<file path="config.mk">
export PLATFORM = sky130hd
export DESIGN_NAME = split_uframe_sched
export DESIGN_NICKNAME = d
export VERILOG_FILES = /design/src/rtl/psched_pkg.sv /design/src/rtl/uframe_mask_eval.sv /design/src/rtl/split_progress.sv /design/src/rtl/split_uframe_sched.sv
export SDC_FILE = /design/constraint.sdc
export NUM_CORES = 1
export LEC_CHECK = 0
export BUFFER_PORTS_ARGS = -buffer_cell sky130_fd_sc_hd__buf_2
export CORE_MARGIN = 4
export CORE_UTILIZATION = 40
export DETAILED_ROUTE_END_ITERATION = 7
export GPL_ROUTABILITY_DRIVEN = 0
export PLACE_DENSITY_LB_ADDON = 0.05
export SYNTH_ARGS = -nofsm -noshare
export SYNTH_HDL_FRONTEND = slang
export SYNTH_HIERARCHICAL = 1
export SYNTH_SLANG_ARGS = --single-unit
</file>
<file path="constraint.sdc">
create_clock -name clk -period 2.2 [get_ports clk]
set_input_delay 0.33 -clock clk [delete_from_list [all_inputs] [get_ports clk]]
set_output_delay 0.33 -clock clk [all_outputs]
set_load 0.05 [all_outputs]
</file>
<file path="src/rtl/psched_pkg.sv">
package psched_pkg;

  typedef enum logic [1:0] {
    XK_PLAIN  = 2'd0,
    XK_SSPLIT = 2'd1,
    XK_CSPLIT = 2'd2
  } xkind_t;

  typedef enum logic [1:0] {
    PS_IDLE  = 2'd0,
    PS_START = 2'd1,
    PS_CMPL  = 2'd2
  } pstate_t;

  localparam logic [1:0] SPD_HIGH = 2'b10;

endpackage

</file>
<file path="src/rtl/uframe_mask_eval.sv">
module uframe_mask_eval #(
  parameter int UF_N = 8,
  localparam int IDX_W = $clog2(UF_N)
) (
  input  logic [UF_N-1:0]  start_mask,
  input  logic [UF_N-1:0]  cmpl_mask,
  input  logic [IDX_W-1:0] cur_uf,
  input  logic [IDX_W-1:0] start_uf,
  output logic             s_hit,
  output logic             c_hit,
  output logic             c_window
);

  // complete-mask bits at or after the current micro-frame
  logic [UF_N-1:0] c_tail;

  for (genvar g = 0; g < UF_N; g++) begin : g_tail
    assign c_tail[g] = cmpl_mask[g] && (IDX_W'(g) >= cur_uf);
  end

  assign s_hit    = start_mask[cur_uf];
  assign c_hit    = cmpl_mask[cur_uf];
  assign c_window = (cur_uf > start_uf) && (|c_tail);

endmodule

</file>
<file path="src/rtl/split_progress.sv">
module split_progress
  import psched_pkg::*;
#(
  parameter int IDX_W = 3
) (
  input  logic             clk,
  input  logic             rst_n,
  input  logic             tick,
  input  logic [IDX_W-1:0] cur_uf,
  input  logic             split_mode,
  input  logic             s_hit,
  input  logic             c_hit,
  input  logic             c_window,
  input  logic             rsp_ack,
  input  logic             rsp_nodata,
  input  logic             rsp_err,
  output logic [IDX_W-1:0] start_uf,
  output logic             issue_valid,
  output xkind_t           issue_kind,
  output logic             advance,
  output logic             lost,
  output logic             err_pulse
);

  pstate_t state;
  logic    pend;
  logic    any_rsp;

  assign any_rsp = rsp_ack | rsp_nodata | rsp_err;

  always_ff @(posedge clk) begin
    if (!rst_n) begin
      state       <= PS_IDLE;
      pend        <= 1'b0;
      start_uf    <= '0;
      issue_valid <= 1'b0;
      issue_kind  <= XK_PLAIN;
      advance     <= 1'b0;
      lost        <= 1'b0;
      err_pulse   <= 1'b0;
    end else begin
      issue_valid <= 1'b0;
      advance     <= 1'b0;
      lost        <= 1'b0;
      err_pulse   <= 1'b0;
      if (tick) begin
        pend <= 1'b0;
        if (!split_mode) begin
          state <= PS_IDLE;
          if (s_hit) begin
            issue_valid <= 1'b1;
            issue_kind  <= XK_PLAIN;
            pend        <= 1'b1;
          end
        end else begin
          case (state)
            PS_IDLE: if (s_hit) begin
              issue_valid <= 1'b1;
              issue_kind  <= XK_SSPLIT;
              pend        <= 1'b1;
              start_uf    <= cur_uf;
              state       <= PS_START;
            end
            PS_START: state <= PS_IDLE;
            PS_CMPL: begin
              if (!c_window) begin
                lost  <= 1'b1;
                state <= PS_IDLE;
              end else if (c_hit) begin
                issue_valid <= 1'b1;
                issue_kind  <= XK_CSPLIT;
                pend        <= 1'b1;
              end
            end
            default: state <= PS_IDLE;
          endcase
        end
      end else if (pend && any_rsp) begin
        pend <= 1'b0;
        if (rsp_err) begin
          err_pulse <= 1'b1;
          state     <= PS_IDLE;
        end else if (rsp_ack) begin
          if (!split_mode) begin
            advance <= 1'b1;
          end else if (state == PS_START) begin
            state <= PS_CMPL;
          end else if (state == PS_CMPL) begin
            advance <= 1'b1;
            state   <= PS_IDLE;
          end
        end else if (state == PS_START) begin
          state <= PS_IDLE;
        end
      end
    end
  end

  AST_ISSUE_AFTER_TICK: assert property (@(posedge clk) disable iff (!rst_n)
    issue_valid |-> $past(tick));
  AST_PLAIN_ONLY_HS: assert property (@(posedge clk) disable iff (!rst_n)
    (issue_valid && issue_kind == XK_PLAIN) |-> !$past(split_mode));
  AST_SSPLIT_FROM_IDLE: assert property (@(posedge clk) disable iff (!rst_n)
    (issue_valid && issue_kind == XK_SSPLIT) |-> ($past(state) == PS_IDLE && $past(s_hit)));
  AST_CSPLIT_IN_CMPL: assert property (@(posedge clk) disable iff (!rst_n)
    (issue_valid && issue_kind == XK_CSPLIT) |-> ($past(state) == PS_CMPL && $past(c_hit)));
  AST_ADV_ON_ACK: assert property (@(posedge clk) disable iff (!rst_n)
    advance |-> ($past(pend) && $past(rsp_ack) && !$past(rsp_err)));
  AST_LOST_QUIET: assert property (@(posedge clk) disable iff (!rst_n)
    lost |-> (state == PS_IDLE && !issue_valid && !advance));
  AST_ERR_NO_ADV: assert property (@(posedge clk) disable iff (!rst_n)
    err_pulse |-> (state == PS_IDLE && !advance));
  AST_START_RESOLVES: assert property (@(posedge clk) disable iff (!rst_n)
    ($past(state) == PS_START && $past(tick)) |-> state == PS_IDLE);

endmodule

</file>
<file path="src/rtl/split_uframe_sched.sv">
module split_uframe_sched
  import psched_pkg::*;
#(
  parameter int UF_N = 8,
  localparam int IDX_W = $clog2(UF_N)
) (
  input  logic             clk,
  input  logic             rst_n,
  input  logic             uf_tick,
  input  logic [IDX_W-1:0] uf_idx,
  input  logic [1:0]       ep_speed,
  input  logic [UF_N-1:0]  start_mask,
  input  logic [UF_N-1:0]  cmpl_mask,
  input  logic             rsp_ack,
  input  logic             rsp_nodata,
  input  logic             rsp_err,
  output logic             issue_valid,
  output logic [1:0]       issue_kind,
  output logic             xfer_advance,
  output logic             lost_data,
  output logic             split_err
);

  logic             split_mode;
  logic             s_hit;
  logic             c_hit;
  logic             c_window;
  logic [IDX_W-1:0] start_uf;
  xkind_t           kind_q;

  assign split_mode = (ep_speed != SPD_HIGH);
  assign issue_kind = kind_q;

  uframe_mask_eval #(.UF_N(UF_N)) u_mask (
    .start_mask (start_mask),
    .cmpl_mask  (cmpl_mask),
    .cur_uf     (uf_idx),
    .start_uf   (start_uf),
    .s_hit      (s_hit),
    .c_hit      (c_hit),
    .c_window   (c_window)
  );

  split_progress #(.IDX_W(IDX_W)) u_prog (
    .clk         (clk),
    .rst_n       (rst_n),
    .tick        (uf_tick),
    .cur_uf      (uf_idx),
    .split_mode  (split_mode),
    .s_hit       (s_hit),
    .c_hit       (c_hit),
    .c_window    (c_window),
    .rsp_ack     (rsp_ack),
    .rsp_nodata  (rsp_nodata),
    .rsp_err     (rsp_err),
    .start_uf    (start_uf),
    .issue_valid (issue_valid),
    .issue_kind  (kind_q),
    .advance     (xfer_advance),
    .lost        (lost_data),
    .err_pulse   (split_err)
  );

  AST_EXCLUSIVE_PULSES: assert property (@(posedge clk) disable iff (!rst_n)
    $onehot0({xfer_advance, lost_data, split_err}));

endmodule

</file>
==> summary.md <==
The run finished with clean final reports. Synthesis handed over a netlist of 103 instances. The synthesized design contains 12 register bits.

The class of the tightest hold or removal check is input pin to flip-flop. Global routing used 14.07% of the available tracks across all layers. The post-detailed-route count of antenna-violating nets is 0. The number of vias in the routed layout was 858.

The tools report the remaining global-route overflow as 0. The clock period minus final worst setup slack works out to 2.018 ns. The number of nets handed over by synthesis was 133. The number of buffer cells added on primary ports came out at 32. For the max-slew violation count, the log shows 0. For this run, the leading register cell type out of synthesis is sky130_fd_sc_hd__dfxtp_1. The wire length of the first global-routing pass was 3.581 mm; the maximum fanout encountered on the critical timing path was 3. The logs give 0 for the final-report setup violation count and 39 for the number of different library cells in the post-synthesis netlist. The buffering stage count on the worst path with inverters included came out at 2. The later pin in the worst-skew pair is clocked with a latency of 0.27 ns. The tools report the total number of yosys warnings as 6.

The library cells used most frequently in the layout, excluding fill and tap cells, are sky130_fd_sc_hd__buf_2 (32), sky130_fd_sc_hd__dfxtp_1 (12), sky130_fd_sc_hd__nor2b_1 (11), sky130_fd_sc_hd__inv_1 (6), sky130_fd_sc_hd__nand2_1 (6). The post-CTS repair timing setup buffer count was 0; the die width was 55.36 µm. TritonCTS built the clock tree. Clock tree synthesis inserted a total of 3 buffers. Share of the clock period used by the worst path: 91.74%. The startpoint type of the worst setup path was a flip-flop. Data on the critical path is required at its endpoint by 2.39 ns. After detailed routing, the number of remaining DRC violations is 0.

The master of the slowest instance on the critical path is sky130_fd_sc_hd__dfxtp_1. For the final database, setup skew stands at 0.003111 ns. The critical path goes through inv_1 -> ha_1 -> nor2b_1 -> o21a_1 -> o21ai_1 -> a31oi_1 -> buf_4 -> nor2b_1 -> o32ai_1 -> a31oi_1 -> mux2i_1. The antenna diode count is 0. Category of the most critical setup path: flip-flop to flip-flop. The placeable core area came out at 0.002042 mm². The area of placed instances was 0.001074 mm²; the maximum single-stage delay on the critical path was 0.33 ns. The number of cells on the worst reg-to-reg path is 11. After routing the design area is 0.001110 mm². Fraction of synthesis flops using an asynchronous set or reset pin: 0%. For this configuration, the core starts out at a cell density of 43.93%. In the final routed layout, each cell accounts on average for 12.77 µm. The logs give 217 for the layout filler cell count and 897.1 µm² for the post-synthesis cell area.

Post-synthesis to final-layout area growth: 23.71%. The final-report hold violation count is 0, and the mean cell area of the mapped netlist is 8.710 µm². Once layout is complete, the utilization of the core stands at 54.35%. The endpoint identified for the worst register-to-register timing path is u_prog/state[1]$_SDFFE_PN0P_.

The synthesized design contains 0 enable-type register cells. Number of levels in the clock H-tree: 1. After clock tree synthesis, the clock-pin slew on the worst setup and hold paths is 0.07 ns. VDD sags by at most 0.3883 mV.

Of the cells placed in the final design, the portion with a size suffix greater than 1 is 34.56%. After detailed routing, the total wire length is 2.082 mm. The post-detailed-route via-to-cell ratio came out at 5.264.

The startpoint identified for the worst register-to-register timing path is u_prog/start_uf[1]$_SDFFE_PN0P_. After floorplanning, the core was divided into 16 placement rows. Pin placement for this block handled 33 I/O pins. The number of max-capacitance violations reported is 0.

The gate family responsible for the most delay along the worst path is compound AO/OA/AOI/OAI gates. For this run, the post-layout net count is 167. Entering global routing, the biggest net connects 14 pins. For the setup slack of the most critical reg-to-reg path, the log shows 0.18 ns. The root buffer cell is sky130_fd_sc_hd__clkbuf_4. The tools report the least setup slack across all paths after layout as 0.1817 ns. The most frequent standard cell in the layout excluding fill and tap cells was sky130_fd_sc_hd__buf_2. The die covers 0.003064 mm².

The logs give 16 for the number of DRC markers after the initial detailed-route iteration and 495.5 MHz for the highest clock frequency the design can meet. Measured along the y axis, the die boundary spans 55.36 µm. The initial antenna violation count was 0; the leakage power was 0.4934 nW. The first-pass detailed-route iteration total was 5; the number of clock sinks was 12.

In this run the number of cells on the critical path is 11. For the worst setup path, the data arrival time is 2.21 ns. The tools report the startpoint of the most critical setup path as u_prog/start_uf[1]$_SDFFE_PN0P_. Setup repair after global routing left no endpoint under its margin. The via count of the first global-routing pass was 826; the slew at the pin with the worst max-slew slack was 0.4159 ns. Before CTS, the worst setup slack after placement is 0.06562 ns. The worst pin sits at a relative slew slack of 72.16%. The most critical setup path has its endpoint at u_prog/state[1]$_SDFFE_PN0P_.

The tools report the kind of capture point of the worst setup path as a flip-flop. No sink is reached through more buffers than the 2 on the longest clock path. The total negative slack for setup checks was 0 ns; the HPWL after detailed placement was 1.662 mm. The power density over the cells is 518.6 mW/mm², and the proportion of synthesized chip area in sequential cells is 26.78%.
metal layers:
layer / vias up / routed length [µm] / global-route usage (%)
li1: 439 / - / -
met1: 387 / 1008 / 18.57
met2: 30 / 901 / 21.28
met3: 2 / 159 / 6.061
met4: 0 / 12 / 2.778
met5: - / 0 / 0
how the worst min path moves through the flow:
stage	depth (start not counted)	slack, ns	endpoint	from
floorplan	1	0.41	u_prog/advance$_SDFF_PP0_	rsp_err
global placement	2	0.44	u_prog/issue_kind[1]$_SDFFE_PN0P_	u_prog/issue_kind[1]$_SDFFE_PN0P_
detailed placement	2	0.45	u_prog/issue_kind[1]$_SDFFE_PN0P_	u_prog/issue_kind[1]$_SDFFE_PN0P_
CTS	2	0.28	u_prog/advance$_SDFF_PP0_	rsp_err
global route	2	0.30	u_prog/advance$_SDFF_PP0_	rsp_err
finish	2	0.29	u_prog/advance$_SDFF_PP0_	rsp_err
logic make-up (layout without fill, tap and decap cells):
group | count (synthesis) | count (layout) | synth area share (%)
fa+ha+maj | 3 | 3 | 4.185
mux | 10 | 10 | 15.20
buf+inv | 13 | 46 | 7.811
flops | 12 | 12 | 26.78
compound gates | 27 | 27 | 19.39
simple gates | 38 | 38 | 26.64
Yosys cell counts, types with 2 or more instances:
| cell | instances | area (µm²) |
|---|---|---|
| sky130_fd_sc_hd__inv_1 | 6 | 22.52 |
| sky130_fd_sc_hd__clkbuf_1 | 2 | 7.510 |
| sky130_fd_sc_hd__dfxtp_1 | 12 | 240.2 |
| sky130_fd_sc_hd__nor2b_1 | 11 | 68.82 |
| sky130_fd_sc_hd__and3_1 | 2 | 12.51 |
| sky130_fd_sc_hd__nor2_1 | 3 | 11.26 |
| sky130_fd_sc_hd__a31oi_1 | 5 | 31.28 |
| sky130_fd_sc_hd__a21oi_1 | 4 | 20.02 |
| sky130_fd_sc_hd__nor3_1 | 3 | 15.01 |
| sky130_fd_sc_hd__nand2_1 | 6 | 22.52 |
| sky130_fd_sc_hd__o21ai_0 | 6 | 30.03 |
| sky130_fd_sc_hd__buf_2 | 2 | 10.01 |
| sky130_fd_sc_hd__mux4_1 | 2 | 52.55 |
| sky130_fd_sc_hd__buf_6 | 2 | 22.52 |
| sky130_fd_sc_hd__nand3_1 | 5 | 25.02 |
| sky130_fd_sc_hd__o21ai_1 | 2 | 10.01 |
| sky130_fd_sc_hd__mux2_2 | 2 | 22.52 |
| sky130_fd_sc_hd__mux2i_1 | 5 | 50.05 |
| sky130_fd_sc_hd__ha_1 | 3 | 37.54 |
flip-flops by register name (all words and copies together) (netlist names):
name	cells
u_prog/pend	1
u_prog/state	2
u_prog/err_pulse	1
u_prog/lost	1
u_prog/issue_valid	1
u_prog/advance	1
u_prog/start_uf	3
u_prog/issue_kind	2
where the power goes:
group / switching [mW] / internal, mW
Clock: 0.0684 / 0.101
Sequential: 0.00775 / 0.227
Combinational: 0.0889 / 0.0827
cell type report:
class | count | area (µm²) | area share [%]
clock buffers | 4 | 36.28 | 3.269
repair buffers | 36 | 190.2 | 17.14
multi-input cells | 78 | 586.8 | 52.88
well taps | 27 | 33.78 | 3.044
flip-flops and latches | 12 | 240.2 | 21.65
inverters | 6 | 22.52 | 2.029
timing repair:
action | in CTS | in global routing
hold buffers | 0 | 0
endpoints found under the setup margin | 0 | 1
gates resized for setup | 0 | 1
per-stage QoR:
| stage | hold WS (ns) | cells | total power [mW] |
|---|---|---|---|
| 2_1_floorplan | 0.4068 | 103 | 0.3549 |
| 3_3_place_gp | 0.4366 | 159 | 0.4080 |
| 3_5_place_dp | 0.4495 | 159 | 0.4107 |
| 4_1_cts | 0.2816 | 163 | 0.5828 |
| 5_1_grt | 0.2980 | 163 | 0.6188 |
| 6_report | 0.2924 | 163 | 0.5756 |
Power figures use the tool's default switching activity.
